### src/rtl/vtg_pkg.sv
package vtg_pkg;

  // inclusive range test used by all window decodes
  function automatic logic in_span(input int unsigned v, input int unsigned lo,
                                   input int unsigned hi);
    return (v >= lo) && (v <= hi);
  endfunction

  // line number inside its own field, both counted from 1
  function automatic int unsigned field_line(input int unsigned line_no,
                                             input int unsigned f1_lines);
    if (line_no <= f1_lines) return line_no;
    return line_no - f1_lines;
  endfunction

  // active picture line in either field
  function automatic logic active_line(input int unsigned line_no,
                                       input int unsigned f1_first,
                                       input int unsigned f1_last,
                                       input int unsigned f2_first,
                                       input int unsigned f2_last);
    return in_span(line_no, f1_first, f1_last) || in_span(line_no, f2_first, f2_last);
  endfunction

endpackage

### src/rtl/vtg_hcount.sv
module vtg_hcount #(
  parameter int unsigned LINE_CLKS = 1716,
  parameter int unsigned HW        = 11
) (
  input  logic          clk,
  input  logic          rst_n,
  input  logic          master_en,
  output logic          run,
  output logic [HW-1:0] hpos,
  output logic [1:0]    phase,
  output logic          line_end
);

  logic          run_q;
  logic [HW-1:0] hpos_q;
  logic [1:0]    phase_q;

  assign line_end = run_q && (hpos_q == HW'(LINE_CLKS - 1));

  always_ff @(posedge clk or negedge rst_n) begin
    if (!rst_n) begin
      run_q   <= 1'b0;
      hpos_q  <= '0;
      phase_q <= '0;
    end else if (!master_en) begin
      run_q   <= 1'b0;
      hpos_q  <= '0;
      phase_q <= '0;
    end else begin
      run_q <= 1'b1;
      if (run_q) begin
        if (line_end) begin
          hpos_q  <= '0;
          phase_q <= '0;
        end else begin
          hpos_q  <= hpos_q + 1'b1;
          phase_q <= phase_q + 2'd1;
        end
      end
    end
  end

  assign run   = run_q;
  assign hpos  = hpos_q;
  assign phase = phase_q;

  // position wraps to zero after the last clock of a line
  a_r2_hpos_wrap: assert property (@(posedge clk) disable iff (!rst_n)
    line_end |=> (hpos_q == '0));

  // sample phase advances by one on every running clock inside a line
  a_r3_phase_step: assert property (@(posedge clk) disable iff (!rst_n)
    (run_q && master_en && !line_end) |=> (phase_q == $past(phase_q) + 2'd1));

  // disabling parks the horizontal state at zero
  a_r10_idle_zero: assert property (@(posedge clk) disable iff (!rst_n)
    !master_en |=> (!run_q && hpos_q == '0 && phase_q == '0));

endmodule

### src/rtl/vtg_vcount.sv
module vtg_vcount #(
  parameter int unsigned FRAME_LINES = 525,
  parameter int unsigned LW          = 10
) (
  input  logic          clk,
  input  logic          rst_n,
  input  logic          master_en,
  input  logic          line_end,
  output logic [LW-1:0] line_idx,
  output logic          frame_end
);

  logic [LW-1:0] line_q;

  assign frame_end = line_end && (line_q == LW'(FRAME_LINES - 1));

  always_ff @(posedge clk or negedge rst_n) begin
    if (!rst_n)            line_q <= '0;
    else if (!master_en)   line_q <= '0;
    else if (frame_end)    line_q <= '0;
    else if (line_end)     line_q <= line_q + 1'b1;
  end

  assign line_idx = line_q;

  // the frame wraps to the first line
  a_r2_frame_wrap: assert property (@(posedge clk) disable iff (!rst_n)
    (frame_end && master_en) |=> (line_q == '0));

  // the line counter steps by one at each line end
  a_r2_line_step: assert property (@(posedge clk) disable iff (!rst_n)
    (line_end && !frame_end && master_en) |=> (line_q == $past(line_q) + 1'b1));

  // the line counter is steady inside a line
  a_r2_line_hold: assert property (@(posedge clk) disable iff (!rst_n)
    (!line_end && master_en) |=> $stable(line_q));

endmodule

### src/rtl/vtg_decode.sv
module vtg_decode
  import vtg_pkg::*;
#(
  parameter int unsigned LINE_CLKS    = 1716,
  parameter int unsigned ACTIVE_CLKS  = 1440,
  parameter int unsigned FRAME_LINES  = 525,
  parameter int unsigned F1_LINES     = 263,
  parameter int unsigned F1_ACT_FIRST = 20,
  parameter int unsigned F2_ACT_FIRST = 283,
  parameter int unsigned HS_CLKS      = 128,
  parameter int unsigned BURST_FIRST  = 140,
  parameter int unsigned BURST_LAST   = 220,
  parameter int unsigned VS_FIRST     = 4,
  parameter int unsigned VS_LAST      = 6,
  parameter int unsigned HW           = 11,
  parameter int unsigned LW           = 10
) (
  input  logic          clk,
  input  logic          rst_n,
  input  logic          run,
  input  logic [HW-1:0] hpos,
  input  logic [LW-1:0] line_idx,
  input  logic [1:0]    phase,
  output logic          hsync_n,
  output logic          vsync_n,
  output logic          chroma_sel,
  output logic          cb_strobe,
  output logic          pix_en,
  output logic          burst_flag,
  output logic          csync_n
);

  localparam int unsigned ACT_START = LINE_CLKS - ACTIVE_CLKS;

  int unsigned h, ln, fl;
  logic hs_tip, vs_tip, act_line, act_pix, burst_win;

  always_comb begin
    h         = 32'(hpos);
    ln        = 32'(line_idx) + 1;
    fl        = field_line(ln, F1_LINES);
    hs_tip    = h < HS_CLKS;
    vs_tip    = in_span(fl, VS_FIRST, VS_LAST);
    act_line  = active_line(ln, F1_ACT_FIRST, F1_LINES, F2_ACT_FIRST, FRAME_LINES);
    act_pix   = act_line && (h >= ACT_START);
    burst_win = in_span(h, BURST_FIRST, BURST_LAST);
  end

  assign hsync_n    = !(run && hs_tip);
  assign vsync_n    = !(run && vs_tip);
  assign csync_n    = hsync_n && vsync_n;
  assign chroma_sel = run && !phase[0];
  assign cb_strobe  = run && (phase == 2'd0);
  assign pix_en     = run && act_pix;
  assign burst_flag = run && burst_win;

  // chroma select alternates every clock while running
  a_r3_chroma_toggle: assert property (@(posedge clk) disable iff (!rst_n)
    (run && $past(run)) |-> (chroma_sel != $past(chroma_sel)));

  // a Cb slot is always a chroma slot, and never two in a row
  a_r4_cb_is_chroma: assert property (@(posedge clk) disable iff (!rst_n)
    cb_strobe |-> chroma_sel);
  a_r4_cb_isolated: assert property (@(posedge clk) disable iff (!rst_n)
    cb_strobe |=> !cb_strobe);

  // picture data is never requested during a sync tip
  a_r5_pix_outside_sync: assert property (@(posedge clk) disable iff (!rst_n)
    pix_en |-> (hsync_n && vsync_n));

  // idle outputs stay inactive
  a_r1_idle_outputs: assert property (@(posedge clk) disable iff (!rst_n)
    !run |-> (hsync_n && vsync_n && csync_n && !chroma_sel && !cb_strobe
              && !pix_en && !burst_flag));

endmodule

### src/rtl/vtg_master_timing.sv
module vtg_master_timing #(
  parameter int unsigned LINE_CLKS    = 1716,
  parameter int unsigned ACTIVE_CLKS  = 1440,
  parameter int unsigned FRAME_LINES  = 525,
  parameter int unsigned F1_LINES     = 263,
  parameter int unsigned F1_ACT_FIRST = 20,
  parameter int unsigned F2_ACT_FIRST = 283,
  parameter int unsigned HS_CLKS      = 128,
  parameter int unsigned BURST_FIRST  = 140,
  parameter int unsigned BURST_LAST   = 220,
  parameter int unsigned VS_FIRST     = 4,
  parameter int unsigned VS_LAST      = 6
) (
  input  logic clk,
  input  logic rst_n,
  input  logic master_en,
  output logic hsync_n,
  output logic vsync_n,
  output logic chroma_sel,
  output logic cb_strobe,
  output logic pix_en,
  output logic burst_flag,
  output logic csync_n
);

  localparam int unsigned HW = $clog2(LINE_CLKS);
  localparam int unsigned LW = $clog2(FRAME_LINES);

  logic          run;
  logic [HW-1:0] hpos;
  logic [1:0]    phase;
  logic          line_end;
  logic [LW-1:0] line_idx;
  logic          frame_end;

  vtg_hcount #(.LINE_CLKS(LINE_CLKS), .HW(HW)) u_hcount (
    .clk(clk), .rst_n(rst_n), .master_en(master_en),
    .run(run), .hpos(hpos), .phase(phase), .line_end(line_end)
  );

  vtg_vcount #(.FRAME_LINES(FRAME_LINES), .LW(LW)) u_vcount (
    .clk(clk), .rst_n(rst_n), .master_en(master_en),
    .line_end(line_end), .line_idx(line_idx), .frame_end(frame_end)
  );

  vtg_decode #(
    .LINE_CLKS(LINE_CLKS), .ACTIVE_CLKS(ACTIVE_CLKS), .FRAME_LINES(FRAME_LINES),
    .F1_LINES(F1_LINES), .F1_ACT_FIRST(F1_ACT_FIRST), .F2_ACT_FIRST(F2_ACT_FIRST),
    .HS_CLKS(HS_CLKS), .BURST_FIRST(BURST_FIRST), .BURST_LAST(BURST_LAST),
    .VS_FIRST(VS_FIRST), .VS_LAST(VS_LAST), .HW(HW), .LW(LW)
  ) u_decode (
    .clk(clk), .rst_n(rst_n), .run(run), .hpos(hpos), .line_idx(line_idx),
    .phase(phase), .hsync_n(hsync_n), .vsync_n(vsync_n), .chroma_sel(chroma_sel),
    .cb_strobe(cb_strobe), .pix_en(pix_en), .burst_flag(burst_flag), .csync_n(csync_n)
  );

  // a frame ends only on a line end of a running block
  a_r2_frame_end_on_line_end: assert property (@(posedge clk) disable iff (!rst_n)
    frame_end |-> (line_end && run));

endmodule

### config.mk
export PLATFORM = sky130hd
export DESIGN_NAME = vtg_master_timing
export DESIGN_NICKNAME = d
export VERILOG_FILES = /design/src/rtl/vtg_pkg.sv /design/src/rtl/vtg_hcount.sv /design/src/rtl/vtg_vcount.sv /design/src/rtl/vtg_decode.sv /design/src/rtl/vtg_master_timing.sv
export SDC_FILE = /design/constraint.sdc
export NUM_CORES = 1
export LEC_CHECK = 0
export BUFFER_PORTS_ARGS = -buffer_cell sky130_fd_sc_hd__buf_2
export CAP_MARGIN = 20
export CORE_MARGIN = 4
export CORE_UTILIZATION = 48
export CTS_CLUSTER_DIAMETER = 30
export CTS_CLUSTER_SIZE = 14
export DETAILED_ROUTE_END_ITERATION = 10
export HOLD_SLACK_MARGIN = 0.06
export PLACE_DENSITY = 0.69
export SETUP_SLACK_MARGIN = 0.02
export SYNTH_ARGS = -nofsm -noshare
export SYNTH_HDL_FRONTEND = slang
export SYNTH_HIERARCHICAL = 1
export SYNTH_SLANG_ARGS = --single-unit
### constraint.sdc
create_clock -name clk -period 3.15 [get_ports clk]
set_input_delay 0.1575 -clock clk [delete_from_list [all_inputs] [get_ports clk]]
set_output_delay 0.1575 -clock clk [all_outputs]
set_load 0.05 [all_outputs]
### Word-level counts from Yosys, hierarchy flattened

Cells that the tools add are included.
Widths: inputs -> output; s select.

| storage, ports and cells | value |
|---|---|
| register bits after elaboration | 24 |
| input bits | 3 |
| word-level logic and storage cells | 55 |

| operators by class | value |
|---|---|
| $add $sub $neg | 5 |
| order comparisons | 10 |
| equal/unequal tests | 4 |
| multiplexer cells | 13 |
| reduce and logical (&&, ||, !) cells | 19 |

Operator list:

| kind | count |
|---|---|
| $mux 32 | 2 |
| $mux 11 | 3 |
| $ge 32x3->1 const B | 1 |
| $ge 32x5->1 const B | 1 |
| $ge 32x9->1 const B | 1 |
| $le 32x10->1 const B | 1 |
| $le 32x3->1 const B | 1 |
| $le 32x9->1 const B | 1 |
| $sub 32x9->32 const B | 1 |
| $mux 10 | 3 |
| $logic_and 1x1->1 | 14 |
| $add 10x1->11 const B | 1 |
| $add 11x1->11 const B | 1 |
| $eq 11x11->1 const B | 1 |
| $ge 11x8->1 const B | 1 |
| $ge 11x9->1 const B | 1 |
| $le 11x8->1 const B | 1 |
| $lt 11x8->1 const B | 1 |
| $add 10x1->10 const B | 1 |
| $eq 10x10->1 const B | 1 |
| $mux 2 | 3 |
| $logic_not 1->1 | 3 |
| $ne 3x1->1 const B | 1 |
| $add 2x1->2 const B | 1 |
| other kinds (4) | 5 |

### Depth between registers and ports, before layout

Gate-level depths: netlist of the first run.

| logic depth | value |
|---|---|
| depth after elaboration | 9 |
| depth in mapped cells | 9 |
| depth with buffers taken out | 8 |

### Hierarchy

Netlist of the first run, hierarchy kept.

Modules (own cells, without submodules):

| module | times used | cells each | area an instance (um2) | sequential area each (um2) |
|---|---|---|---|---|
| vtg_decode | 1 | 113 | 797.0 | 0.0 |
| vtg_hcount | 1 | 71 | 724.4 | 350.3 |
| vtg_vcount | 1 | 58 | 583.1 | 250.2 |

### Worst setup path after synthesis of the first run

OpenSTA, ideal clock, no wires.

| path | value |
|---|---|
| kind | flip-flop to output port |
| from | reg u_vcount.line_q[0] (netlist: u_vcount/line_idx[0]) |
| to | out vsync_n |
| arrival time | 3.002 ns |
| required time | 2.992 ns |
| slack | -0.010 ns |
| stages on the path, launching flop included | 9 |
| buffers on the path | 0 |
| cells stage by stage | dfrtp_1 > ha_1 > nand4_2 > or3_4 > a211oi_2 > or4b_4 > a211oi_2 > o2111ai_1 > or3_1 |

| on the way | value |
|---|---|
| word-level cells in the longest chain between the ends | 8 |
| elaborated cells on any way between the ends | 11 |
| classes of those cells | add/sub: 2; order compare: 3; mux: 3; reduce/logical: 3 |

RTL lines:

| item | line | RTL |
|---|---|---|
| from (decl) | vtg_vcount.sv:13 | `logic [LW-1:0] line_q;` |
| from (signal assigned) | vtg_vcount.sv:21 | `else if (line_end) line_q <= line_q + 1'b1;` |
| $add 10x1->11 * | vtg_decode.sv:40 | `ln = 32'(line_idx) + 1;` |
| $le 32x9->1 | vtg_pkg.sv:12 | `if (line_no <= f1_lines) return line_no;` |
| $mux 32 or $mux 1 (tied branches) | vtg_pkg.sv:12 |  |
| $mux 32 * | vtg_pkg.sv:13 | `return line_no - f1_lines;` |
| $ge 32x3->1 or $le 32x3->1 (tied branches) | vtg_pkg.sv:6 | `return (v >= lo) && (v <= hi);` |
| $logic_and 1x1->1 * | vtg_pkg.sv:6 |  |
| $logic_and 1x1->1 * | vtg_decode.sv:50 | `assign vsync_n = !(run && vs_tip);` |
| $logic_not 1->1 * | vtg_decode.sv:50 |  |
| to (decl) | vtg_master_timing.sv:18 | `output logic vsync_n,` |

Mark *: on every way between the ends. The rest lies on a longest branch, timed or not.

### Worst setup path after layout of the first run

Same ends and word-level chain as after synthesis.

==> results of run 1 <==
## layout make-up
cell class	instances	area, um2	share of cell area [%]
clock buffer	3	41.3	1.56
clock inverter	1	30.0	1.13
tap	50	62.6	2.36
timing repair buffer	36	278	10.5
inverter	8	33.8	1.27
sequential	24	607	22.9
multi-input combinational	206	1600	60.3
## stage by stage
step / utilization (%) / setup slack [ps]
global placement: 56.4 / 146
floorplan: - / 91.6
finish: 64.4 / 31.6
CTS: 61.5 / 6.20
global route: 64.4 / -47.5
detailed placement: 56.4 / 36.9
## final timing paths
path / depth (start not counted) / end / slack, ps
min reg2reg: 1 / u_hcount/phase[0]$_DFFE_PN0P_ / 530
max: 9 / vsync_n / 30
min in group asynchronous: 2 / u_vcount/line_idx[8]$_DFFE_PN0P_ / 410
max reg2reg: 8 / u_vcount/line_idx[9]$_DFFE_PN0P_ / 930
max in group asynchronous: 2 / u_vcount/line_idx[1]$_DFFE_PN0P_ / 2340
min: 1 / u_hcount/run$_DFF_PN0_ / 170
## flip-flops by register name (all words and copies together) (netlist names)
name	flops
u_hcount/hpos	11
u_vcount/line_idx	10
u_hcount/phase	2
u_hcount/run	1
## critical path, stage by stage, from the launching register on
cell	delay (ps)
dfrtp_2	430
ha_4	170
nand4_4	110
or3_4	360
a211oi_2	230
or4b_4	500
a211oi_2	230
o2111ai_2	140
or3_4	360
buf_8	160
## metal layers
layer | track usage, % | vias up | routed length [um]
met5 | 0 | - | 0
met2 | 32.0 | 74 | 2560
met1 | 31.4 | 995 | 2580
met3 | 2.03 | 16 | 259
li1 | - | 979 | -
met4 | 5.23 | 0 | 159
## timing repair
item,in CTS,in global routing
pin swaps,11,7
gates cloned,0,0
setup endpoints to repair,2,2
hold buffers,1,0
gates resized for setup,20,19
setup buffers,7,3
endpoints found under the hold margin,24,0
## cells in the final DEF (no fill, tap or decap), drive strengths merged, types with 8 or more instances in the layout
cell type  count
buf           35
nand2         25
dfrtp         24
nor2          19
nand3         13
o21ai         12
nand4         11
xor2          11
and3          10
nor3           8
xnor2          8
## report_power, final
| part | switching (mW) | internal [mW] |
|---|---|---|
| clock | 0.101 | 0.170 |
| sequential | 0.00776 | 0.313 |
| combinational | 0.0373 | 0.0156 |
| total | 0.146 | 0.498 |
==> results.yml, run 1 <==
outcome:
  outcome: "finished, final reports clean"
floorplanning:
  fp.dieH_um: 74.2
  pin_count: 10
  core_um2: 4120
  dieArea_um2: 5500
  start_util_pct: 51.0
  fp.dieW_um: 74.2
  rows: 23
cells_and_area:
  antenna_cells: 0
  syn2layout_area_growth_pct: 26.1
  nets: 289
  fillCellCount: 344
  finalInstanceArea_um2: 2650
  drive_gt1_share_pct: 30.6
  instances_no_fill: 328
clock_tree:
  cts.htree.levels: 1
  cts.path.max_buffers: 2
  cts-root-buf: "clkbuf_8"
  cts_buffers: 3
  clk_latency_ps: 270
  cts.sinks: 24
  cts_tree: "done"
  clkSlewWorstSetupHoldPaths_ps: 90
sta:
  maxSlewViolCount: 0
  rsz0062_at_grt: "yes"
  fin_crit_sh_pct: 99.0
  slew_headroom_pct: 62.5
  finalSetupTns_ps: 0
  max_freq_ghz: 0.321
  tightest_slew_ps: 554
  finalCriticalPeriod_ps: 3120
  fin_skew_ps: 1.43
  hold_viol: 0
  setup_viol: 0
  hold_slack_ps: 168
synth:
  synth.cell_area_um2: 2100
  synth_nets: 251
  yosysWarnings: 6
  syn_avg_cell_area_um2: 8.72
  synth_cells: 241
flow_run:
  cap_violations: 0
critical_path:
  startpoint: "u_vcount/line_idx[0]$_DFFE_PN0P_"
  startpoint_type: "flip-flop"
  cp_max_fo: 5
  r2r-start: "u_hcount/hpos[0]$_DFFE_PN0P_"
  cp.required_ps: 2990
  critPathArrivalTime_ps: 2960
  crit_type: "reg2out"
  cp-end-kind: "primary output"
route:
  ant_nets: 0
  wl_um: 5560
  wl_per_cell_um: 17.0
  drc: 0
  vias: 2064
  viasPerCell: 6.29
  drtIter0Drc: 164
  dr.pass1.iters: 4
global_routing:
  antenna_found_initial: 0
  grt_pass1_wl_um: 9000
  grt_max_degree: 25
  grt-ovfl-total: 0
  grt_usage_pct: 20.8
  grt_pass1_vias: 1873
hold_path:
  hold_class: "in2reg"
  min-delay-start: "master_en"
placed_design:
  place_hpwl_um: 3900
  place_congestion: 0.872
  post_dp_cell_area_um2: 2320
  dp_cells: 313
  numPortBuffers: 9
power:
  p_leak_nw: 1.11
  total_power_uw: 645
  ir_drop_mv: 0.267
  p_per_area_nw_per_um2: 243
Note: power is estimated with default switching activity, not from simulation.
==> run 2: changes to the inputs <==
--- a/config.mk
+++ b/config.mk
@@ -7,11 +7,11 @@
 export LEC_CHECK = 0
 export BUFFER_PORTS_ARGS = -buffer_cell sky130_fd_sc_hd__buf_2
 export CAP_MARGIN = 20
-export CORE_MARGIN = 4
 export CORE_UTILIZATION = 48
 export CTS_CLUSTER_DIAMETER = 30
 export CTS_CLUSTER_SIZE = 14
 export DETAILED_ROUTE_END_ITERATION = 10
+export GPL_TIMING_DRIVEN = 0
 export HOLD_SLACK_MARGIN = 0.06
 export PLACE_DENSITY = 0.69
 export SETUP_SLACK_MARGIN = 0.02
==> results.yml, run 2 (synthesis results as in run 1) <==
outcome:
  outcome: "complete, but fails checks"
  failed_checks: "negative setup slack"
route:
  dr.pass1.iters: 4
  wl_met1_um: 2390
  wl_um: 5110
  viasPerCell: 6.03
  drc: 0
  dr.max_layer_used: "met4"
  drtIter0Drc: 87
  wl_met3_um: 119
  wl_per_cell_um: 15.9
  ant_nets: 0
  dr_wl_met2_um: 2500
  vias: 1935
placed_design:
  place_hpwl_um: 3410
  pre_cts_slack_ps: -363
  post_dp_cell_area_um2: 2210
  dp_cells: 300
  numPortBuffers: 9
  place_congestion: 0.866
global_routing:
  grt_pass1_wl_um: 8300
  grt_pass1_vias: 1797
  grt-ovfl-total: 0
  antenna_found_initial: 0
  grt_max_degree: 25
  grt_usage_pct: 23.9
floorplanning:
  start_util_pct: 51.4
  core_um2: 4090
  fp.dieW_um: 68.2
  pin_count: 10
  dieArea_um2: 4650
  fp.dieH_um: 68.2
  rows: 23
sta:
  rsz0062_at_grt: "yes"
  hold_viol: 0
  hold_slack_ps: 164
  slew_headroom_pct: 63.4
  fin_skew_ps: 2.43
  finalSetupTns_ps: -127
  tightest_slew_ps: 549
  maxSlewViolCount: 0
  finalCriticalPeriod_ps: 3230
  setup_viol: 2
  max_freq_ghz: 0.310
  fin_crit_sh_pct: 102
  fin_ws_ps: -78.3
cells_and_area:
  fin_util_pct: 62.4
  drive_gt1_share_pct: 26.9
  largest_reg_flops: 11
  most-common-layout-cells: "24 x nand2_1, 18 x nor2_1, 18 x dfrtp_1, 16 x buf_4, 11 x nand3_1"
  antenna_cells: 0
  multiInputGateArea_um2: 1580
  final_common_cell: "nand2_1"
  instances_no_fill: 321
  regArea_um2: 608
  fillCellCount: 377
  syn2layout_area_growth_pct: 21.3
  nets: 283
  finalInstanceArea_um2: 2550
power:
  pwr-share-clk_pct: 32.8
  p_sw_share_pct: 25.4
  p_seq_share_pct: 57.7
  p_leak_nw: 1.07
  switchingPower_uw: 141
  ir_drop_mv: 0.186
  total_power_uw: 555
  p_comb_share_pct: 9.5
  p_int_uw: 414
  p_per_area_nw_per_um2: 218
clock_tree:
  cts_tree: "done"
  cts.htree.levels: 1
  cts-root-buf: "clkbuf_8"
  clk_latency_ps: 270
  cts_buffers: 3
  cts.path.max_buffers: 2
  clkSlewWorstSetupHoldPaths_ps: 80
  cts.sinks: 24
critical_path:
  reg2reg_depth: 8
  critPathArrivalTime_ps: 3070
  r2r-start: "u_hcount/hpos[0]$_DFFE_PN0P_"
  r2r_slack_ps: 950
  crit_type: "reg2out"
  timing.critical_path.to: "vsync_n"
  startpoint_type: "flip-flop"
  cp_max_fo: 9
  startpoint: "u_vcount/line_idx[1]$_DFFE_PN0P_"
  cp-end-kind: "primary output"
  cp.required_ps: 2990
  timing.rr.end: "u_vcount/line_idx[9]$_DFFE_PN0P_"
hold_path:
  hold_class: "in2reg"
  min-delay-start: "master_en"
flow_run:
  cap_violations: 0
==> run 2: cell types whose count changed in the layout (fill, tap and decap cells not counted), sizes merged <==
cell,before,now
clkinvlp,1,0
bufinv,1,0
clkbuf,3,4
buf,35,28
inv,7,8
==> run 2: final cells by class <==
class,instances,share of cell area [%]
Timing Repair Buffer,27,8.10
Inverter,8,1.18
Buffer,3,0.884
Tap cell,50,2.45
Clock buffer,3,1.62
Sequential cell,24,23.9
Multi-Input combinational cell,206,61.9
==> run 2: power groups by stage <==
stage	Combinational [mW]	Clock (mW)	Sequential (mW)
2_1_floorplan	0.0333	0	0.325
3_3_place_gp	0.0506	0	0.326
3_5_place_dp	0.0510	0	0.326
4_1_cts	0.0532	0.187	0.320
5_1_grt	0.0584	0.199	0.322
6_report	0.0528	0.182	0.320
==> run 2: worst min-delay path by stage <==
stage | end | slack [ps] | cells past startpoint
final | u_hcount/run$_DFF_PN0_ | 160 | 1
after global routing | u_hcount/run$_DFF_PN0_ | 160 | 1
after CTS | u_hcount/run$_DFF_PN0_ | 150 | 1
after detailed placement | u_hcount/hpos[4]$_DFFE_PN0P_ | 180 | 1
after global placement | u_vcount/line_idx[0]$_DFFE_PN0P_ | 170 | 1
after floorplan | u_hcount/hpos[0]$_DFFE_PN0P_ | -140 | 0
==> run 2: timing repair <==
action / in CTS / in global routing
pin swaps: 10 / 4
buffers inserted: 15 / 2
endpoints found under the hold margin: 24 / 0
setup endpoints to repair: 2 / 2
resized for setup: 28 / 6
hold buffers: 1 / 0
==> run 2: layer usage <==
layer  vias to the layer above  GRT usage, %
li1                        971             -
met1                       932          29.8
met2                        23          42.2
met3                         9          2.67
met4                         0          8.07
met5                         -             0
==> run 2: critical path, stage by stage (launching register included) <==
cell and delay, ps:
dfrtp_2 480, ha_4 200, buf_4 150, xor2_4 180, a211oi_2 390, nand2_1 170, o31a_1 300, a211oi_2 260
o2111ai_2 160, or3_4 360, buf_8 160
